--- src/rtl/lcd_win_pkg.sv ---
package lcd_win_pkg;

  localparam logic [7:0] CMD_COL_WIN = 8'h2A;
  localparam logic [7:0] CMD_ROW_WIN = 8'h2B;
  localparam logic [7:0] CMD_MEM_WR  = 8'h2C;

  typedef enum logic [2:0] {
    ST_IDLE, ST_GAP, ST_CMD, ST_PAR, ST_PIXW, ST_PIX
  } seq_state_t;

  // command byte of frame n (0 column, 1 row, 2 memory write)
  function automatic logic [7:0] frame_cmd(input logic [1:0] n);
    case (n)
      2'd0:    return CMD_COL_WIN;
      2'd1:    return CMD_ROW_WIN;
      default: return CMD_MEM_WR;
    endcase
  endfunction

  // window parameter byte k: start hi, start lo, end hi, end lo
  function automatic logic [7:0] win_param(input logic [15:0] first,
                                           input logic [15:0] last,
                                           input logic [1:0]  k);
    case (k)
      2'd0:    return first[15:8];
      2'd1:    return first[7:0];
      2'd2:    return last[15:8];
      default: return last[7:0];
    endcase
  endfunction

endpackage

--- src/rtl/lcd_byte_shifter.sv ---
module lcd_byte_shifter #(
  parameter int DIV_W = 8
) (
  input  logic             clk,
  input  logic             rst_n,
  input  logic             load,
  input  logic [7:0]       din,
  input  logic [DIV_W-1:0] half,
  output logic             sclk,
  output logic             mosi,
  output logic             busy,
  output logic             done
);
  logic [7:0]       sh;
  logic [DIV_W-1:0] cnt;
  logic [2:0]       bits;

  assign mosi = sh[7];

  always_ff @(posedge clk or negedge rst_n) begin
    if (!rst_n) begin
      sh   <= '0;
      cnt  <= '0;
      bits <= '0;
      sclk <= 1'b0;
      busy <= 1'b0;
      done <= 1'b0;
    end else begin
      done <= 1'b0;
      if (!busy) begin
        if (load) begin
          sh   <= din;
          cnt  <= '0;
          bits <= '0;
          sclk <= 1'b0;
          busy <= 1'b1;
        end
      end else if (cnt == half - DIV_W'(1)) begin
        cnt <= '0;
        if (!sclk) begin
          sclk <= 1'b1;
        end else begin
          sclk <= 1'b0;
          if (bits == 3'd7) begin
            busy <= 1'b0;
            done <= 1'b1;
          end else begin
            bits <= bits + 3'd1;
            sh   <= {sh[6:0], 1'b0};
          end
        end
      end else begin
        cnt <= cnt + DIV_W'(1);
      end
    end
  end
endmodule

--- src/rtl/lcd_win_axis.sv ---
module lcd_win_axis #(
  parameter int COORD_W = 10
) (
  input  logic               clk,
  input  logic               rst_n,
  input  logic               capture,
  input  logic [COORD_W-1:0] lo,
  input  logic [COORD_W-1:0] hi,
  input  logic [COORD_W-1:0] off,
  output logic [15:0]        first,
  output logic [15:0]        last,
  output logic [COORD_W-1:0] span
);
  localparam int PAD = 16 - COORD_W;

  logic [15:0] lo_w, hi_w, off_w;
  assign lo_w  = {{PAD{1'b0}}, lo};
  assign hi_w  = {{PAD{1'b0}}, hi};
  assign off_w = {{PAD{1'b0}}, off};

  always_ff @(posedge clk or negedge rst_n) begin
    if (!rst_n) begin
      first <= '0;
      last  <= '0;
      span  <= '0;
    end else if (capture) begin
      first <= lo_w + off_w;
      last  <= hi_w - 16'd1 + off_w;
      span  <= hi - lo;
    end
  end
endmodule

--- src/rtl/lcd_win_seq.sv ---
module lcd_win_seq
  import lcd_win_pkg::*;
#(
  parameter int PCNT_W  = 20,
  parameter int GAP_CYC = 6
) (
  input  logic              clk,
  input  logic              rst_n,
  input  logic              start,
  input  logic [1:0][15:0]  win_first,
  input  logic [1:0][15:0]  win_last,
  input  logic [PCNT_W-1:0] pix_total,
  input  logic              pix_long,
  input  logic [15:0]       pix_data,
  input  logic              pix_valid,
  input  logic              byte_done,
  output logic              capture,
  output logic              pix_ready,
  output logic              load,
  output logic [7:0]        tx_byte,
  output logic              fast_sel,
  output logic              cs_n,
  output logic              dc,
  output logic              busy,
  output logic              done
);
  localparam int GAP_W = $clog2(GAP_CYC + 1);

  seq_state_t        st;
  logic [1:0]        cmd_i;
  logic [1:0]        par_i;
  logic [GAP_W-1:0]  gap;
  logic [PCNT_W-1:0] left;
  logic [7:0]        low_q;
  logic              second;

  assign busy      = (st != ST_IDLE);
  assign capture   = (st == ST_IDLE) && start;
  assign pix_ready = (st == ST_PIXW);

  always_ff @(posedge clk or negedge rst_n) begin
    if (!rst_n) begin
      st       <= ST_IDLE;
      cmd_i    <= '0;
      par_i    <= '0;
      gap      <= '0;
      left     <= '0;
      low_q    <= '0;
      second   <= 1'b0;
      load     <= 1'b0;
      tx_byte  <= '0;
      fast_sel <= 1'b0;
      cs_n     <= 1'b1;
      dc       <= 1'b0;
      done     <= 1'b0;
    end else begin
      load <= 1'b0;
      done <= 1'b0;
      case (st)
        ST_IDLE: if (start) begin
          cmd_i <= '0;
          gap   <= '0;
          st    <= ST_GAP;
        end
        ST_GAP: if (gap == GAP_W'(GAP_CYC - 1)) begin
          cs_n     <= 1'b0;
          dc       <= 1'b0;
          fast_sel <= 1'b0;
          tx_byte  <= frame_cmd(cmd_i);
          load     <= 1'b1;
          st       <= ST_CMD;
        end else begin
          gap <= gap + GAP_W'(1);
        end
        ST_CMD: if (byte_done) begin
          dc <= 1'b1;
          if (cmd_i == 2'd2) begin
            left <= pix_total;
            st   <= ST_PIXW;
          end else begin
            par_i   <= '0;
            tx_byte <= win_param(win_first[cmd_i[0]], win_last[cmd_i[0]], 2'd0);
            load    <= 1'b1;
            st      <= ST_PAR;
          end
        end
        ST_PAR: if (byte_done) begin
          if (par_i == 2'd3) begin
            cs_n  <= 1'b1;
            cmd_i <= cmd_i + 2'd1;
            gap   <= '0;
            st    <= ST_GAP;
          end else begin
            par_i   <= par_i + 2'd1;
            tx_byte <= win_param(win_first[cmd_i[0]], win_last[cmd_i[0]],
                                 par_i + 2'd1);
            load    <= 1'b1;
          end
        end
        ST_PIXW: if (pix_valid) begin
          tx_byte  <= pix_data[15:8];
          low_q    <= pix_data[7:0];
          second   <= 1'b0;
          fast_sel <= pix_long;
          load     <= 1'b1;
          st       <= ST_PIX;
        end
        ST_PIX: if (byte_done) begin
          if (!second) begin
            tx_byte <= low_q;
            second  <= 1'b1;
            load    <= 1'b1;
          end else if (left == PCNT_W'(1)) begin
            cs_n <= 1'b1;
            done <= 1'b1;
            st   <= ST_IDLE;
          end else begin
            left <= left - PCNT_W'(1);
            st   <= ST_PIXW;
          end
        end
        default: st <= ST_IDLE;
      endcase
    end
  end
endmodule

--- src/rtl/lcd_window_sender.sv ---
module lcd_window_sender #(
  parameter int COORD_W    = 10,
  parameter int DIV_W      = 8,
  parameter int SLOW_HALF  = 3,
  parameter int FAST_HALF  = 1,
  parameter int LONG_LIMIT = 64
) (
  input  logic               clk,
  input  logic               rst_n,
  input  logic               start,
  input  logic [COORD_W-1:0] col_first,
  input  logic [COORD_W-1:0] col_stop,
  input  logic [COORD_W-1:0] row_first,
  input  logic [COORD_W-1:0] row_stop,
  input  logic [COORD_W-1:0] left_off,
  input  logic [COORD_W-1:0] top_off,
  input  logic [15:0]        pix_data,
  input  logic               pix_valid,
  output logic               pix_ready,
  output logic               sclk,
  output logic               mosi,
  output logic               cs_n,
  output logic               dc,
  output logic               busy,
  output logic               done
);
  localparam int PCNT_W  = 2 * COORD_W;
  localparam int GAP_CYC = 2 * SLOW_HALF;

  logic [COORD_W-1:0] ax_lo  [2];
  logic [COORD_W-1:0] ax_hi  [2];
  logic [COORD_W-1:0] ax_off [2];
  logic [COORD_W-1:0] ax_span[2];
  logic [1:0][15:0]   win_first, win_last;
  logic [PCNT_W-1:0]  pix_total;
  logic               pix_long;
  logic               capture, load, fast_sel, byte_done, shift_busy;
  logic [7:0]         tx_byte;
  logic [DIV_W-1:0]   half;

  assign ax_lo[0]  = col_first;
  assign ax_hi[0]  = col_stop;
  assign ax_off[0] = left_off;
  assign ax_lo[1]  = row_first;
  assign ax_hi[1]  = row_stop;
  assign ax_off[1] = top_off;

  for (genvar g = 0; g < 2; g++) begin : g_axis
    lcd_win_axis #(.COORD_W(COORD_W)) u_axis (
      .clk    (clk),
      .rst_n  (rst_n),
      .capture(capture),
      .lo     (ax_lo[g]),
      .hi     (ax_hi[g]),
      .off    (ax_off[g]),
      .first  (win_first[g]),
      .last   (win_last[g]),
      .span   (ax_span[g])
    );
  end

  assign pix_total = PCNT_W'(ax_span[0]) * PCNT_W'(ax_span[1]);
  assign pix_long  = {1'b0, pix_total, 1'b0} > (PCNT_W + 2)'(LONG_LIMIT);
  assign half      = fast_sel ? DIV_W'(FAST_HALF) : DIV_W'(SLOW_HALF);

  lcd_win_seq #(.PCNT_W(PCNT_W), .GAP_CYC(GAP_CYC)) u_seq (
    .clk      (clk),
    .rst_n    (rst_n),
    .start    (start),
    .win_first(win_first),
    .win_last (win_last),
    .pix_total(pix_total),
    .pix_long (pix_long),
    .pix_data (pix_data),
    .pix_valid(pix_valid),
    .byte_done(byte_done),
    .capture  (capture),
    .pix_ready(pix_ready),
    .load     (load),
    .tx_byte  (tx_byte),
    .fast_sel (fast_sel),
    .cs_n     (cs_n),
    .dc       (dc),
    .busy     (busy),
    .done     (done)
  );

  lcd_byte_shifter #(.DIV_W(DIV_W)) u_shift (
    .clk  (clk),
    .rst_n(rst_n),
    .load (load),
    .din  (tx_byte),
    .half (half),
    .sclk (sclk),
    .mosi (mosi),
    .busy (shift_busy),
    .done (byte_done)
  );
endmodule

--- config.mk ---
export PLATFORM = sky130hd
export DESIGN_NAME = lcd_window_sender
export DESIGN_NICKNAME = d
export VERILOG_FILES = /design/src/rtl/lcd_win_pkg.sv /design/src/rtl/lcd_byte_shifter.sv /design/src/rtl/lcd_win_axis.sv /design/src/rtl/lcd_win_seq.sv /design/src/rtl/lcd_window_sender.sv
export SDC_FILE = /design/constraint.sdc
export NUM_CORES = 1
export LEC_CHECK = 0
export ABC_AREA = 1
export BUFFER_PORTS_ARGS = -buffer_cell sky130_fd_sc_hd__buf_2
export CORE_ASPECT_RATIO = 1.2
export CORE_UTILIZATION = 45
export CTS_BUF_LIST = sky130_fd_sc_hd__clkbuf_16
export CTS_CLUSTER_DIAMETER = 200
export DETAILED_ROUTE_END_ITERATION = 10
export GPL_ROUTABILITY_DRIVEN = 0
export GPL_TIMING_DRIVEN = 0
export PLACE_DENSITY = 0.71
export SETUP_SLACK_MARGIN = 0.02
export SYNTH_ARGS = -nofsm -noshare
export SYNTH_HDL_FRONTEND = slang
export SYNTH_HIERARCHICAL = 1
export SYNTH_SLANG_ARGS = --single-unit
--- constraint.sdc ---
create_clock -name clk -period 10 [get_ports clk]
set_input_delay 3 -clock clk [delete_from_list [all_inputs] [get_ports clk]]
set_output_delay 3 -clock clk [all_outputs]
set_load 0.01 [all_outputs]
==> flow_metrics.tcl, run 1 <==
set metrics [dict create \
    area_growth_syn_to_layout_pct 11.5 \
    post_drt_via_cell_ratio 5.13 \
    yosys_warnings 6 \
    cts_tree "done" \
    tns_ns 0 \
    r2r_slack_ns 4.23 \
    postPlaceCellArea_mm2 0.0164 \
    crit_path_max_incr_delay_ns 0.56 \
    synthCells 2287 \
    root_buffer "clkbuf_16" \
    synth_top_area_share 0.227 \
    synth_edf_count 0 \
    synth.top_cells.by_area "dfrtp_1 (23%), nand2_1 (20%), ha_1 (11%)" \
    core_area_mm2 0.0333 \
    drt_wl_total_um 40100 \
    holdPathStages 2 \
    holdCritPathClass "register to register" \
    wl_per_cell_um 13.9 \
    antenna_cells 0 \
    path_clk_slew_ns 0.07 \
    io_buffer_count 86 \
    max_freq_mhz 173 \
    drtIter0Drc 1128 \
    grt_max_degree 94 \
    worstMarginPinSlew_ns 0.674 \
    syn_area_per_cell_um2 6.69 \
    final_layout_size_suffix_gt1_frac 0.109 \
    setup_viol 0 \
    row_count 73 \
    final_nets 2704 \
    slew_headroom 0.551 \
    crit_path_max_fanout 10 \
    dr.pass1.iters 6 \
    status "finished, final reports clean" \
    r2r_end "u_seq/fast_sel" \
    initial_utilization 0.459 \
    hp-start "u_shift/sh[5]" \
    final_max_slew_viol_count 0 \
    crit_top_cell "inv_1" \
    worstSetupStartpointType "register" \
    route.detailed.drc 0 \
    grt_pass1_vias 14100 \
    synth_largest_area_cell "dfrtp_1" \
    fin_crit_sh 0.577 \
    insertion_delay_ns 0.44 \
    cts_hold_buf 0 \
    crit_arrival_ns 6.09 \
    worst_clock_skew_ns 0.0141 \
    timing.final.crit_period_ns 5.77 \
    antenna_found_initial 0 \
    final_hold_viol_count 0 \
    cts_htree_levels 4 \
    cts_buffers 17 \
    cp_slowest_cell "fa_1" \
    reg2reg_from "g_axis[0].u_axis/span[5]" \
    reg2regPathDepth 25 \
    grt_first_pass_wirelength_um 66700 \
    rsz0062_at_grt "false" \
    cts_resized 0 \
    dpl.hpwl_um 32200 \
    io_pins 87 \
    grt_util_all_layers 0.237 \
    fp.dieW_um 170 \
    maxCapViolations 0 \
    crit_type "register to register" \
    antenna_left 0 \
    gr-total-overflow 0 \
    cts_sinks 140 \
    synth_ff_type "dfrtp_1" \
    dieArea_mm2 0.0347 \
    cts_setup_buffers 0 \
    fill_cells 3315 \
    crit_path_end_kind "register" \
    clockBufferDepth 2 \
    postLayoutCellArea_mm2 0.0171 \
    ys_seq_area_frac 0.229 \
    async_flop_share 1.00 \
    via_count 14800 \
    syn-cell-area_mm2 0.0153 \
    synth-seq-cells 140 \
    cp.required_ns 10.32 \
    die_h_um 204 \
    fin_util 0.512 \
    synth.distinct_cells 52 \
    whs_endpoint "u_shift/sh[5]" \
]
## synthesized netlist by cell type, drive strengths merged (7+ instances only)
cell    number
nand4       38
or2         10
xnor2       19
dfrtp      139
nor2       156
o21ai       86
a31oi        7
clkbuf      34
ha         133
nand2      832
a21oi       83
xor2        26
fa          68
o22ai       10
nand3b      19
buf         48
nand3      164
nor3        13
inv        369
## cell usage in the layout, fill, tap and decap left out, types with 5 or more instances in the layout
cell type	n
nand2_1	803
inv_1	355
nand3_1	155
dfrtp_1	139
nor2_1	136
ha_1	133
buf_2	107
o21ai_0	80
a21oi_1	69
fa_1	68
nand4_1	36
conb_1	34
clkbuf_1	32
nand2_2	26
xor2_1	26
xnor2_1	19
nand3b_1	19
buf_4	18
clkbuf_16	17
inv_2	14
a21oi_2	14
nor3_1	12
nor2_2	12
o22ai_1	10
nand3_2	9
nor2_4	8
or2_2	8
a31oi_1	7
o21ai_1	6
o211ai_1	6
inv_6	5
buf_6	5
## worst max-delay path by stage
stage / from / to / cells after the start
floorplan: g_axis[1].u_axis/span[3] / u_seq/fast_sel / 24
global placement: rst_n / g_axis[1].u_axis/span[8] / 1
detailed placement: g_axis[0].u_axis/span[5] / u_seq/fast_sel / 24
CTS: g_axis[0].u_axis/span[5] / u_seq/fast_sel / 26
global route: g_axis[0].u_axis/span[5] / u_seq/fast_sel / 26
finish: g_axis[0].u_axis/span[5] / u_seq/fast_sel / 25
## metal layers
layer / part of all wire / track usage
met2: 0.48 / 0.407
met5: 0 / 0
met4: 0.023 / 0.0759
met3: 0.056 / 0.0256
met1: 0.44 / 0.311
## critical path: cells and delay by family (launching register included)
family | cells | cell delay (ns)
AOI/OAI and AO/OA | 1 | 0.28
adders and majority gates | 6 | 2.93
DFF | 1 | 0.43
and+or+nand+nor | 10 | 1.14
buffers and inverters | 8 | 0.87
## sequential cells by signal, indices dropped and copies added (netlist names)
| name | cells |
|---|---|
| g_axis.u_axis/last | 24 |
| g_axis.u_axis/first | 22 |
| g_axis.u_axis/span | 20 |
| u_seq/left | 20 |
| u_seq/low_q | 8 |
| u_seq/tx_byte | 8 |
| u_shift/cnt | 8 |
| u_shift/sh | 8 |
| u_seq/gap | 3 |
| u_seq/st | 3 |
| u_shift/bits | 3 |
| u_seq/cmd_i | 2 |
| u_seq/par_i | 2 |
| u_seq/cs_n | 1 |
| u_seq/dc | 1 |
| u_seq/done | 1 |
| u_seq/fast_sel | 1 |
| u_seq/load | 1 |
| u_seq/second | 1 |
| u_shift/busy | 1 |
| u_shift/done | 1 |
| u_shift/sclk | 1 |
## through the flow
step / hold slack [ns] / setup slack, ns / cells
3_5_place_dp: 0.459 / 4.24 / 2854
2_1_floorplan: 0.441 / 5.09 / 2317
3_3_place_gp: 0.454 / 3.94 / 2853
6_report: 0.471 / 4.23 / 2886
4_1_cts: 0.476 / 4.23 / 2886
5_1_grt: 0.495 / 3.92 / 2886
## final cells by class
cell class	count	area [µm²]	share of cell area
Multi-Input combinational cell	1726	10000	0.589
Sequential cell	140	3500	0.205
Inverter	369	1390	0.0812
Tap cell	450	563	0.0330
Buffer	82	474	0.0278
Timing Repair Buffer	87	464	0.0272
Clock buffer	17	425	0.0249
Clock inverter	15	198	0.0116
## kinds of logic (layout without fill, tap and decap cells)
kind of cell	Yosys count	after routing	share of synthesized area
AND/OR/NAND/NOR	1238	1238	0.348
buffers and inverters	451	570	0.122
AO/OA/AOI/OAI	208	208	0.0770
adder cells (fa/ha/maj)	201	201	0.198
flip-flops	140	140	0.229
XOR/XNOR	45	45	0.0258
other	4	34	0.000982
Power of run 1 is left out: the tool's default activity adds up to more than one toggle a clock period on the data nets, which glitch-free logic cannot reach.
==> run 2: changes to the inputs <==
ABC_AREA = 0   (was 1)
PLACE_DENSITY = 0.73   (was 0.71)
clock period = 4.7 ns   (was 10 ns; I/O delays follow)
==> run 2 against run 1 <==
Effect of this change:
- the flow now finishes with violations (DRC, setup timing)
- sequential share of layout area grew 0.25 points
- flip-flop and latch count is the same
- critical endpoint unchanged
- non-clock buffer count grew 45
- register-to-register slack lost 4.8 ns
==> flow_metrics.tcl, run 2 <==
set metrics [dict create \
    cts_tree "done" \
    synth_ff_type "dfrtp_1" \
    synth.most_common_cell "dfrtp_1" \
    violations "DRC, setup timing" \
    crit_top_cell "fa_1" \
    synth_edf_count 0 \
    synth_fa_ha_area_frac 0.213 \
    synth_top_family_by_area "adder cells" \
    synthMuxAreaShare 0.0597 \
    clockBufferDepth 2 \
    regMostFlops "g_axis.u_axis/last" \
    cts_buffers 17 \
    antenna_found_initial 4 \
    final_hold_viol_count 0 \
    layout_common_cells "dfrtp_1 (126), ha_1 (119), inv_1 (109)" \
    final_max_slew_viol_count 0 \
    cp.required_ns 4.99 \
    synth.distinct_cells 100 \
    ys_seq_area_frac 0.247 \
    grt_max_degree 103 \
    drt_wl_total_um 39100 \
    crit_arrival_ns 5.54 \
    synth-simple-area-share 0.174 \
    final_nets 2017 \
    r2r_slack_ns -0.54 \
    timing.final.crit_period_ns 5.24 \
    insertion_delay_ns 0.43 \
    synth-seq-cells 140 \
    synth_largest_area_cell "dfrtp_1" \
    row_count 70 \
    maxCapViolations 0 \
    crit_path_end_kind "register" \
    grt_util_all_layers 0.247 \
    root_buffer "clkbuf_16" \
    worstSetupStartpointType "register" \
    async_flop_share 1.00 \
    antenna_left 0 \
    reg.largest.list "g_axis.u_axis/last x24, g_axis.u_axis/first x22" \
    grt_pass1_vias 12400 \
    crit_type "register to register" \
    fp.dieW_um 164 \
    cts_sinks 140 \
    rsz0062_at_grt "true" \
    grt_first_pass_wirelength_um 62900 \
    synth_top_area_share 0.245 \
    drtIter0Drc 814 \
    holdWs_ns 0.489 \
    reg2regPathDepth 18 \
    cts_hold_buf 0 \
    max_freq_mhz 191 \
    fin_crit_sh 1.12 \
    reg2reg_from "g_axis[0].u_axis/span[6]" \
    die_h_um 196 \
    synth-compound-area-share 0.198 \
    area_growth_syn_to_layout_pct 19.4 \
    critical_path.cell_chain "buf_6 -> buf_4 -> and2_4 -> fa_1 -> fa_1 -> fa_1 -> fa_1 -> ha_4 -> ha_4 -> and4_4 -> nand3_1 -> or3_4 -> a31oi_4 -> o21ai_4 -> a2111oi_4 -> nand4b_1 -> nand2_1 -> o21ai_1" \
    fill_cells 2687 \
    post_drt_via_cell_ratio 5.75 \
    worst_clock_skew_ns 0.0124 \
    tns_ns -2.88 \
    final_common_cell "dfrtp_1" \
    io_pins 87 \
    gr-total-overflow 0 \
    synthCells 1549 \
    core_area_mm2 0.0307 \
    dr.pass1.iters 9 \
    synth.top_cells.by_area "dfrtp_1 (25%), ha_1 (12%), fa_1 (9.6%)" \
    final_layout_size_suffix_gt1_frac 0.246 \
    largest_reg_flops 24 \
    yosys_warnings 6 \
    dpl.hpwl_um 29900 \
    initial_utilization 0.461 \
    io_buffer_count 86 \
    worstMarginPinSlew_ns 0.873 \
    cp_slowest_cell "fa_1" \
    r2r_end "u_seq/fast_sel" \
    wl_per_cell_um 18.2 \
    crit_path_max_incr_delay_ns 0.57 \
    crit_path_max_fanout 5 \
    pre_cts_slack_ns -0.828 \
    dieArea_mm2 0.0322 \
    hp-start "g_axis[0].u_axis/first[3]" \
    whs_endpoint "g_axis[0].u_axis/first[3]" \
    holdCritPathClass "register to register" \
    route.detailed.drc 2 \
    syn_area_per_cell_um2 9.16 \
    layout_setup_ws_ns -0.542 \
    synthTopCellsByCount "dfrtp_1 (139), ha_1 (133), inv_1 (118)" \
    synth-xor-area-share 0.0451 \
    via_count 12400 \
    slew_headroom 0.412 \
    syn-cell-area_mm2 0.0142 \
    holdPathStages 1 \
    cts_htree_levels 4 \
    status "finished with violations" \
    path_clk_slew_ns 0.07 \
    setup_viol 11 \
]
[run 2: layer usage]
metal | global-route usage | vias up | part of all wire
li1 | - | 5866 | -
met1 | 0.299 | 6059 | 0.41
met2 | 0.439 | 351 | 0.51
met3 | 0.0326 | 90 | 0.044
met4 | 0.0981 | 2 | 0.035
met5 | 0 | - | 0.00020
[run 2: worst max path at each step]
stage | startpoint | endpoint | slack, ns | depth (start not counted)
CTS | g_axis[0].u_axis/span[5] | u_seq/fast_sel | -0.57 | 20
global route | g_axis[0].u_axis/span[2] | u_seq/fast_sel | -0.70 | 18
detailed placement | g_axis[0].u_axis/span[3] | u_seq/fast_sel | -0.83 | 18
global placement | g_axis[0].u_axis/span[3] | u_seq/fast_sel | -0.79 | 18
finish | g_axis[0].u_axis/span[6] | u_seq/fast_sel | -0.54 | 18
floorplan | g_axis[0].u_axis/span[5] | u_seq/fast_sel | -0.16 | 15
[run 2: area by class of cell]
type | count | area (µm²) | share of cell area
multi-input cells | 1243 | 10500 | 0.621
flip-flops and latches | 140 | 3520 | 0.208
repair buffers | 137 | 871 | 0.0514
plain buffers | 77 | 502 | 0.0296
well taps | 396 | 495 | 0.0293
inverters | 120 | 450 | 0.0266
clock buffers | 17 | 425 | 0.0251
clock inverters | 15 | 138 | 0.00813
diodes | 5 | 12.5 | 0.000739
[run 2: timing repair]
item,4_1_cts,5_1_grt
buffers inserted,17,32
cloned,2,0
pin swaps,20,38
endpoints found under the setup margin,14,14
gates resized for setup,52,79
[run 2: kinds of logic (layout without fill, tap and decap cells)]
kind of cell             Yosys count  after routing
AO/OA/AOI/OAI                    392            392
XOR/XNOR                          73             73
adder cells (fa/ha/maj)          201            201
buffers and inverters            198            366
flip-flops                       140            140
multiplexers                      76             76
other                              4             41
AND/OR/NAND/NOR                  465            465
[run 2: through the flow]
step | std cells | cell area (µm²) | util
global placement | 2063 | 15400 | 0.501
floorplan | 1581 | 14500 | -
global route | 2146 | 16900 | 0.550
finish | 2150 | 16900 | 0.551
detailed placement | 2064 | 15400 | 0.502
CTS | 2115 | 16400 | 0.533
[run 2: critical path, delay by kind of cell, from the launching register on]
family | cells | cell delay, ns
adders and majority gates | 6 | 2.56
buffers and inverters | 2 | 0.27
DFF | 1 | 0.46
AOI/OAI and AO/OA | 4 | 0.67
and+or+nand+nor | 6 | 1.15
Power of run 2 is left out for the same reason.
